<file path="config.mk">
export PLATFORM = sky130hd
export DESIGN_NAME = fma_special_resolver
export DESIGN_NICKNAME = d
export VERILOG_FILES = /design/src/rtl/fma_spec_pkg.sv /design/src/rtl/fma_operand_classifier.sv /design/src/rtl/fma_nan_selector.sv /design/src/rtl/fma_class_resolver.sv /design/src/rtl/fma_special_resolver.sv
export SDC_FILE = /design/constraint.sdc
export NUM_CORES = 1
export LEC_CHECK = 0
export ABC_AREA = 0
export BUFFER_PORTS_ARGS = -buffer_cell sky130_fd_sc_hd__buf_2
export CORE_ASPECT_RATIO = 1.1
export CORE_MARGIN = 5
export CORE_UTILIZATION = 33
export DETAILED_ROUTE_END_ITERATION = 8
export PLACE_DENSITY = 0.82
export SETUP_SLACK_MARGIN = 0.5
export SLEW_MARGIN = 20
export SYNTH_ARGS = -nofsm -noshare
export SYNTH_HDL_FRONTEND = slang
export SYNTH_SLANG_ARGS = --single-unit
</file>
<file path="constraint.sdc">
create_clock -name vclk -period 1.7
set_input_delay 0.085 -clock vclk [all_inputs]
set_output_delay 0.085 -clock vclk [all_outputs]
set_load 0.01 [all_outputs]
</file>
<file path="src/rtl/fma_spec_pkg.sv">
package fma_spec_pkg;

  typedef enum logic [2:0] {
    CLS_ZERO = 3'd0,
    CLS_SUBN = 3'd1,
    CLS_NORM = 3'd2,
    CLS_INF  = 3'd3,
    CLS_QNAN = 3'd4,
    CLS_SNAN = 3'd5
  } fp_cls_e;

  localparam int unsigned NUM_OPS = 3;
  // priority order of NaN selection is index order
  localparam int unsigned IDX_Z = 0;
  localparam int unsigned IDX_X = 1;
  localparam int unsigned IDX_Y = 2;

  localparam logic [1:0] RND_DOWN = 2'd3;

  function automatic logic cls_is_nan(fp_cls_e c);
    return (c == CLS_QNAN) || (c == CLS_SNAN);
  endfunction

  function automatic logic cls_is_zero(fp_cls_e c);
    return c == CLS_ZERO;
  endfunction

  function automatic logic cls_is_inf(fp_cls_e c);
    return c == CLS_INF;
  endfunction

  function automatic logic cls_is_finite_nz(fp_cls_e c);
    return (c == CLS_SUBN) || (c == CLS_NORM);
  endfunction

endpackage

</file>
<file path="src/rtl/fma_operand_classifier.sv">
module fma_operand_classifier
  import fma_spec_pkg::*;
#(
  parameter int unsigned EXP_W = 8,
  parameter int unsigned MAN_W = 23,
  localparam int unsigned MAG_W = EXP_W + MAN_W
) (
  input  logic [MAG_W-1:0] mag_i,
  output fp_cls_e          cls_o
);

  logic [EXP_W-1:0] exp_f;
  logic [MAN_W-1:0] man_f;
  logic             exp_max, exp_min, man_nz, quiet_bit;

  assign exp_f     = mag_i[MAG_W-1:MAN_W];
  assign man_f     = mag_i[MAN_W-1:0];
  assign exp_max   = &exp_f;
  assign exp_min   = ~|exp_f;
  assign man_nz    = |man_f;
  assign quiet_bit = man_f[MAN_W-1];

  always_comb begin
    if (exp_max) begin
      if (!man_nz)        cls_o = CLS_INF;
      else if (quiet_bit) cls_o = CLS_QNAN;
      else                cls_o = CLS_SNAN;
    end else if (exp_min) begin
      cls_o = man_nz ? CLS_SUBN : CLS_ZERO;
    end else begin
      cls_o = CLS_NORM;
    end
  end

endmodule

</file>
<file path="src/rtl/fma_nan_selector.sv">
module fma_nan_selector
  import fma_spec_pkg::*;
#(
  parameter int unsigned EXP_W = 8,
  parameter int unsigned MAN_W = 23,
  localparam int unsigned WIDTH = 1 + EXP_W + MAN_W
) (
  input  logic    [NUM_OPS-1:0][WIDTH-1:0] ops_i,
  input  fp_cls_e [NUM_OPS-1:0]            cls_i,
  output logic                             nan_hit_o,
  output logic                             nan_sig_o,
  output logic    [WIDTH-1:0]              nan_val_o
);

  localparam logic [WIDTH-1:0] QUIET_MASK = WIDTH'(1) << (MAN_W - 1);

  // quiet pass first, signalling pass overrides; descending index so lowest index wins
  always_comb begin
    nan_hit_o = 1'b0;
    nan_sig_o = 1'b0;
    nan_val_o = '0;
    for (int i = NUM_OPS - 1; i >= 0; i--) begin
      if (cls_i[i] == CLS_QNAN) begin
        nan_hit_o = 1'b1;
        nan_val_o = ops_i[i];
      end
    end
    for (int i = NUM_OPS - 1; i >= 0; i--) begin
      if (cls_i[i] == CLS_SNAN) begin
        nan_hit_o = 1'b1;
        nan_sig_o = 1'b1;
        nan_val_o = ops_i[i] | QUIET_MASK;
      end
    end
  end

  always_comb begin
    if (nan_sig_o) begin
      AST_SIG_RESULT_QUIET: assert (nan_val_o[MAN_W-1] && nan_hit_o);
    end
  end

endmodule

</file>
<file path="src/rtl/fma_class_resolver.sv">
module fma_class_resolver
  import fma_spec_pkg::*;
#(
  parameter int unsigned EXP_W = 8,
  parameter int unsigned MAN_W = 23,
  localparam int unsigned MAG_W = EXP_W + MAN_W,
  localparam int unsigned WIDTH = 1 + MAG_W
) (
  input  fp_cls_e          x_cls_i,
  input  fp_cls_e          y_cls_i,
  input  fp_cls_e          z_cls_i,
  input  logic             prod_sign_i,
  input  logic             add_sign_i,
  input  logic [MAG_W-1:0] z_mag_i,
  input  logic [1:0]       rnd_mode_i,
  output logic             special_o,
  output logic             invalid_o,
  output logic [WIDTH-1:0] result_o
);

  localparam logic [WIDTH-1:0] DEF_NAN =
    {1'b0, {EXP_W{1'b1}}, 1'b1, {(MAN_W-1){1'b0}}};
  localparam logic [MAG_W-1:0] INF_MAG = {{EXP_W{1'b1}}, {MAN_W{1'b0}}};

  logic prod_inf, prod_zero, inf_times_zero;

  assign prod_inf       = cls_is_inf(x_cls_i)  || cls_is_inf(y_cls_i);
  assign prod_zero      = cls_is_zero(x_cls_i) || cls_is_zero(y_cls_i);
  assign inf_times_zero = prod_inf && prod_zero;

  // NaN operands are resolved upstream; this covers the remaining classes
  always_comb begin
    special_o = 1'b1;
    invalid_o = 1'b0;
    result_o  = '0;
    if (inf_times_zero) begin
      invalid_o = 1'b1;
      result_o  = DEF_NAN;
    end else if (prod_inf) begin
      if (cls_is_inf(z_cls_i) && (add_sign_i != prod_sign_i)) begin
        invalid_o = 1'b1;
        result_o  = DEF_NAN;
      end else begin
        result_o = {prod_sign_i, INF_MAG};
      end
    end else if (prod_zero) begin
      if (cls_is_zero(z_cls_i)) begin
        if (add_sign_i == prod_sign_i) result_o = {add_sign_i, {MAG_W{1'b0}}};
        else result_o = {(rnd_mode_i == RND_DOWN), {MAG_W{1'b0}}};
      end else begin
        result_o = {add_sign_i, z_mag_i};
      end
    end else if (cls_is_inf(z_cls_i)) begin
      result_o = {add_sign_i, INF_MAG};
    end else begin
      special_o = 1'b0;
    end
  end

  always_comb begin
    if (!cls_is_nan(z_cls_i) && cls_is_inf(z_cls_i) && !prod_inf && !prod_zero) begin
      AST_FINITE_PROD_INF_ADDEND: assert (special_o && !invalid_o &&
                                          result_o[WIDTH-2:0] == INF_MAG);
    end
  end

endmodule

</file>
<file path="src/rtl/fma_special_resolver.sv">
module fma_special_resolver
  import fma_spec_pkg::*;
#(
  parameter int unsigned EXP_W = 8,
  parameter int unsigned MAN_W = 23,
  localparam int unsigned MAG_W = EXP_W + MAN_W,
  localparam int unsigned WIDTH = 1 + MAG_W
) (
  input  logic [WIDTH-1:0] x_i,
  input  logic [WIDTH-1:0] y_i,
  input  logic [WIDTH-1:0] z_i,
  input  logic             neg_prod_i,
  input  logic             neg_add_i,
  input  logic [1:0]       rnd_mode_i,
  output logic             bypass_valid_o,
  output logic [WIDTH-1:0] bypass_result_o,
  output logic             invalid_o,
  output logic             prod_sign_o,
  output logic             add_sign_o
);

  localparam logic [WIDTH-1:0] DEF_NAN =
    {1'b0, {EXP_W{1'b1}}, 1'b1, {(MAN_W-1){1'b0}}};

  logic    [NUM_OPS-1:0][WIDTH-1:0] ops;
  fp_cls_e [NUM_OPS-1:0]            op_cls;

  assign ops[IDX_Z] = z_i;
  assign ops[IDX_X] = x_i;
  assign ops[IDX_Y] = y_i;

  for (genvar g = 0; g < NUM_OPS; g++) begin : g_cls
    fma_operand_classifier #(
      .EXP_W(EXP_W),
      .MAN_W(MAN_W)
    ) i_cls (
      .mag_i(ops[g][MAG_W-1:0]),
      .cls_o(op_cls[g])
    );
  end

  assign prod_sign_o = x_i[WIDTH-1] ^ y_i[WIDTH-1] ^ neg_prod_i;
  assign add_sign_o  = z_i[WIDTH-1] ^ neg_add_i;

  logic             nan_hit, nan_sig;
  logic [WIDTH-1:0] nan_val;

  fma_nan_selector #(
    .EXP_W(EXP_W),
    .MAN_W(MAN_W)
  ) i_nan (
    .ops_i    (ops),
    .cls_i    (op_cls),
    .nan_hit_o(nan_hit),
    .nan_sig_o(nan_sig),
    .nan_val_o(nan_val)
  );

  logic             cls_special, cls_invalid;
  logic [WIDTH-1:0] cls_result;

  fma_class_resolver #(
    .EXP_W(EXP_W),
    .MAN_W(MAN_W)
  ) i_res (
    .x_cls_i    (op_cls[IDX_X]),
    .y_cls_i    (op_cls[IDX_Y]),
    .z_cls_i    (op_cls[IDX_Z]),
    .prod_sign_i(prod_sign_o),
    .add_sign_i (add_sign_o),
    .z_mag_i    (z_i[MAG_W-1:0]),
    .rnd_mode_i (rnd_mode_i),
    .special_o  (cls_special),
    .invalid_o  (cls_invalid),
    .result_o   (cls_result)
  );

  always_comb begin
    if (nan_hit) begin
      bypass_valid_o  = 1'b1;
      invalid_o       = nan_sig;
      bypass_result_o = nan_val;
    end else begin
      bypass_valid_o  = cls_special;
      invalid_o       = cls_invalid;
      bypass_result_o = cls_result;
    end
  end

  logic any_snan, any_qnan, any_inf;

  always_comb begin
    any_snan = 1'b0;
    any_qnan = 1'b0;
    any_inf  = 1'b0;
    for (int i = 0; i < NUM_OPS; i++) begin
      any_snan |= (op_cls[i] == CLS_SNAN);
      any_qnan |= (op_cls[i] == CLS_QNAN);
      any_inf  |= (op_cls[i] == CLS_INF);
    end
  end

  always_comb begin
    if (any_snan) begin
      AST_SNAN_RAISES_INVALID: assert (invalid_o && bypass_valid_o);
    end
    if (any_qnan && !any_snan) begin
      AST_QNAN_STAYS_SILENT: assert (!invalid_o && bypass_result_o[MAN_W-1]);
    end
    if (invalid_o && !any_snan) begin
      AST_INVALID_GIVES_DEFAULT: assert (bypass_result_o == DEF_NAN);
    end
    if (any_inf || any_qnan || any_snan) begin
      AST_NONFINITE_BYPASSES: assert (bypass_valid_o);
    end
    if (!bypass_valid_o) begin
      AST_DATAPATH_CLEAN: assert (bypass_result_o == '0 && !invalid_o);
    end
  end

endmodule

</file>
### Word level (Yosys, flattened, before mapping)

Index checks and enable logic that the tools add are counted.

| cells by class | value |
|---|---|
| eq/ne operators | 12 |
| mux-type cells | 47 |
| bitwise operators | 3 |
| reductions and logical operators | 16 |

Operators by type and width:

| cell | count |
|---|---|
| $mux W32 | 14 |
| $reduce_or A23 Y1 | 3 |
| $mux W3 | 9 |
| $mux W1 | 24 |
| $reduce_and A8 Y1 | 3 |
| $reduce_or A8 Y1 | 3 |
| $eq A3 B3 Y1 const B | 6 |
| $eq A3 B2 Y1 const B | 3 |
| $logic_not A3 Y1 | 3 |
| $xor A1 B1 Y1 | 3 |
| $eq A2 B2 Y1 const B | 1 |
| $logic_and A1 B1 Y1 | 2 |
| $logic_or A1 B1 Y1 | 2 |
| $eq A1 B1 Y1 | 1 |
| $ne A1 B1 Y1 | 1 |

| word-level totals | value |
|---|---|
| register bits after elaboration | 0 |
| input bits | 100 |
| output and inout port bits | 36 |
| logic and storage cells | 78 |

### Logic depth before layout (Yosys ltp)

| logic depth | value |
|---|---|
| depth in word-level cells | 12 |
| mapped depth | 9 |
| depth with buffers taken out | 7 |

### Modules after synthesis

Synthesis repeated with hierarchy kept, for this count alone.

| unflattened totals | value |
|---|---|
| cells, all modules | 422 |
| area total of the unflattened synthesis | 2,826.5 um^2 |

Modules (own cells, without submodules):

| module | times used | cells each | area an instance (um^2) | seq. area each (um^2) |
|---|---|---|---|---|
| fma_nan_selector | 1 | 269 | 1,487.7 | 0.0 |
| fma_special_resolver | 1 | 40 | 590.6 | 0.0 |
| fma_class_resolver | 1 | 62 | 421.7 | 0.0 |
| fma_operand_classifier | 3 | 17 | 108.9 | 0.0 |

### Least setup slack after synthesis

Ideal clock, no wire load.

| path | value |
|---|---|
| path kind | input to output |
| from | input x_i[2] |
| to | output bypass_result_o[12] |
| data arrival time | 1.673 ns |
| data required time | 1.615 ns |
| path slack | -0.058 ns |
| stages | 9 |
| buffers on the path | 2 |
| cell sequence | nor4_1 nand4_1 o21ai_2 and2_1 buf_4 nand4b_4 o21ai_4 buf_12 o2bb2ai_2 |

| on the way | value |
|---|---|
| word-level cells in the longest chain between the ends | 11 |
| elaborated cells between the ends (all ways) | 26 |
| those cells by class | eq/ne: 3; mux: 18; reduce/logical: 5 |

Ends and longest elaborated chain:

| what | line | source |
|---|---|---|
| from (decl) | fma_special_resolver.sv:9 | `input logic [WIDTH-1:0] x_i,` |
| $reduce_or A23 Y1 * | fma_operand_classifier.sv:20 | `assign man_nz = \|man_f;` |
| $mux W1 | fma_operand_classifier.sv:29 | `cls_o = man_nz ? CLS_SUBN : CLS_ZERO;` |
| $mux W3 | fma_operand_classifier.sv:28 | `end else if (exp_min) begin` |
| $mux W3 * | fma_operand_classifier.sv:24 | `if (exp_max) begin` |
| $eq A3 B3 Y1 | fma_nan_selector.sv:23 | `if (cls_i[i] == CLS_QNAN) begin` |
| $mux W32 or $mux W1 (tied branches) (2 in a row) | fma_nan_selector.sv:23 |  |
| $mux W32 or $mux W1 (tied branches) (3 in a row) | fma_nan_selector.sv:29 | `if (cls_i[i] == CLS_SNAN) begin` |
| $mux W32 * | fma_special_resolver.sv:79 | `if (nan_hit) begin` |
| to (decl) | fma_special_resolver.sv:16 | `output logic [WIDTH-1:0] bypass_result_o,` |

Mark *: on every way between the ends. The rest lies on a longest branch, timed or not.

### Worst setup path in the final report

| path | value |
|---|---|
| from | input z_i[30] |
| to | output bypass_result_o[31] |

| on the way | value |
|---|---|
| word-level cells in the longest chain between the ends | 9 |
| elaborated cells between the ends (all ways) | 24 |
| those cells by class | eq/ne: 3; mux: 17; reduce/logical: 4 |

Ends and longest elaborated chain:

| what | line | source |
|---|---|---|
| from (decl) | fma_special_resolver.sv:11 | `input logic [WIDTH-1:0] z_i,` |
| $reduce_or A8 Y1 | fma_operand_classifier.sv:19 | `assign exp_min = ~\|exp_f;` |
| $mux W3 | fma_operand_classifier.sv:28 |  |
| $mux W3 * | fma_operand_classifier.sv:24 |  |
| $eq A3 B2 Y1, or another cell as far along | fma_spec_pkg.sv:29 | `return c == CLS_INF;` |
| $mux W32, or another cell as far along | fma_class_resolver.sv:53 | `end else if (cls_is_inf(z_cls_i)) begin` |
| $mux W32, or another cell as far along | fma_class_resolver.sv:46 | `end else if (prod_zero) begin` |
| $mux W32, or another cell as far along | fma_class_resolver.sv:39 | `end else if (prod_inf) begin` |
| $mux W32, or another cell as far along | fma_class_resolver.sv:36 | `if (inf_times_zero) begin` |
| $mux W32 * | fma_special_resolver.sv:79 |  |

Marks and branches as above.

==> results.yml <==
floorplanning:
  rows: 23
  dieArea_mm2: 0.004987
  fp.dieH_um: 73.57
  initial_utilization_pct: 33.70
  core_area_mm2: 0.003597
  fp.dieW_um: 67.79
  num_io_pins: 136
placed_design:
  gp_congestion: 0.9339
  place_hpwl_um: 5976
  dp_cells: 416
  io_buffer_count: 136
  place_ws_ns: -0.5159
  dpl_cell_area_mm2: 0.002534
final_layout:
  final_cells: 442
  drive_gt1_share_pct: 79.80
  final_nets: 493
  final_area_mm2: 0.003311
  seq_cells: 0
  final.clkbuf_count: 0
  synthToLayoutAreaGrowth_pct: 173.1
  ff_latch_area_um2: 0
synth:
  yosysMostFrequentCell: "a22oi_1"
  syn-mean-instance-area_um2: 7.008
  syn_area_mm2: 0.001212
  synth_cells: 173
  yosys.area.top_type: "a22oi_1"
  mappedNetlistNets: 273
  synth_cell_types: 42
  synth_area_leaders: "a22oi_1 (15%), o2bb2ai_2 (12%), nor4_1 (9.8%), o2bb2ai_1 (8.7%), o21ai_0 (5.0%)"
  yosysSeqAreaShare_pct: 0
  synth_warnings: 0
  synth_top_area_share_pct: 14.86
  synth.top_cells.by_count: "a22oi_1 (24), nor4_1 (19), inv_1 (12), o21ai_0 (12), o2bb2ai_1 (12)"
routing:
  dr.first_iter.drc_count: 551
  route.vias.total: 3307
  vias_per_cell: 7.482
  postRouteAntennaNets: 0
  wl_per_cell_um: 30.57
  drc: 0
  routed_wirelength_um: 13510
  drtPass1Iterations: 6
critical_path:
  cp-end-kind: "output pin"
  worstPathMaxFanout: 4
  worstPathRequired_ns: 1.62
  startpoint_type: "input port"
  critPathKind: "input port to output pin"
  arrival_ns: 2.33
timing:
  relSlewSlack_pct: 46.19
  setup_viol: 34
  fin_ws_ns: -0.7112
  tightest_slew_ns: 0.8010
  hold_viol_final: 0
  finalCritPeriodShare_pct: 141.8
  min_period_ns: 2.411
  finalMaxSlewViolations: 0
  rsz0062_at_grt: "true"
  setup_tns_ns: -17.94
  max_freq_ghz: 0.4147
outcome:
  outcome: "complete, but fails checks"
  violations: "negative setup slack"
global_routing:
  grt_use_met1_pct: 45.57
  grt.busiest_layer: "met2"
  overflow: 0
  grt_pass1_vias: 2880
  grt_max_degree: 18
  grt_pass1_wl_um: 15310
  met3_usage_pct: 5.963
  grt_usage_pct: 41.03
  grtUsageMet2_pct: 73.19
  antenna_found_initial: 0
power_and_ir_drop:
  max-vdd-ir-drop_mv: 0.1270
  total_power_mw: 0.4736
  p_per_area_mw_per_mm2: 143.1
  p_leak_nw: 1.542
min_path:
  hold_path_class: "input port to output pin"
clock_tree:
  postCtsHoldBufs: 0
job:
  max_cap_viol_count: 0
-- power by group --
part	total [mW]	leakage (nW)	internal (mW)	switching, mW
logic	0.474	1.54	0.222	0.252
clock network	0.0000000787	0.00000634	0.0000000787	0
registers	0	0	0	0
-- cells in the final DEF (no fill, tap or decap), types with 5 or more instances in the layout --
master,n
nor4_1,9
inv_1,11
o2bb2ai_2,16
o21ai_2,9
nor3_2,5
buf_2,123
nand4_1,9
a22oi_1,6
o2bb2ai_1,5
buf_4,68
nor2_1,6
nor3_1,5
buf_8,5
buf_6,26
nor4_4,8
a22oi_2,18
-- logic make-up after synthesis --
logic type,synth area share [%]
AND/OR/NAND/NOR,34.47
AO/OA/AOI/OAI,53.77
buffers and inverters,8.255
XOR/XNOR,3.510
-- area by class of cell --
cell class	instances	area, um^2
fill	125	286.5
multi-input combinational	152	1592
inverter	12	47.55
antenna	1	2.502
tap	50	62.56
timing repair buffer	227	1607
-- metrics by stage --
stage,hold slack [ns],util [%]
floorplan,0.2686,-
global placement,0.4808,70.43
detailed placement,0.4757,70.43
CTS,0.4788,82.71
global route,0.5156,91.97
finish,0.4962,92.03
-- layer usage --
layer | vias to the layer above | wire length [um] | share of wire [%]
met5 | - | 0 | 0
met4 | 0 | 1799 | 13
met3 | 213 | 2050 | 15
met2 | 483 | 5806 | 43
met1 | 1443 | 3858 | 29
li1 | 1168 | - | -
-- timing repair --
item | 4_1_cts | 5_1_grt
buffers inserted | 12 | 10
setup endpoints to repair | 34 | 34
cloned | 3 | 0
gates resized for setup | 69 | 62
pin swaps | 19 | 30
-- worst paths after layout --
kind / from / endpoint / slack (ns) / cells past startpoint
worst max-delay path: z_i[30] / bypass_result_o[31] / -0.71 / 12
worst min-delay path: z_i[9] / bypass_result_o[9] / 0.50 / 3
-- worst max-delay path, stage by stage --
cell and delay (ns):
buf_2 0.12, nand4_1 0.21, nor3_2 0.40, buf_4 0.21, o21a_1 0.21, nor4b_4 0.08
buf_4 0.17, buf_6 0.12, a22oi_1 0.25, o22ai_1 0.16, a21o_1 0.17, buf_2 0.13
(Power assumes the default switching activity.)
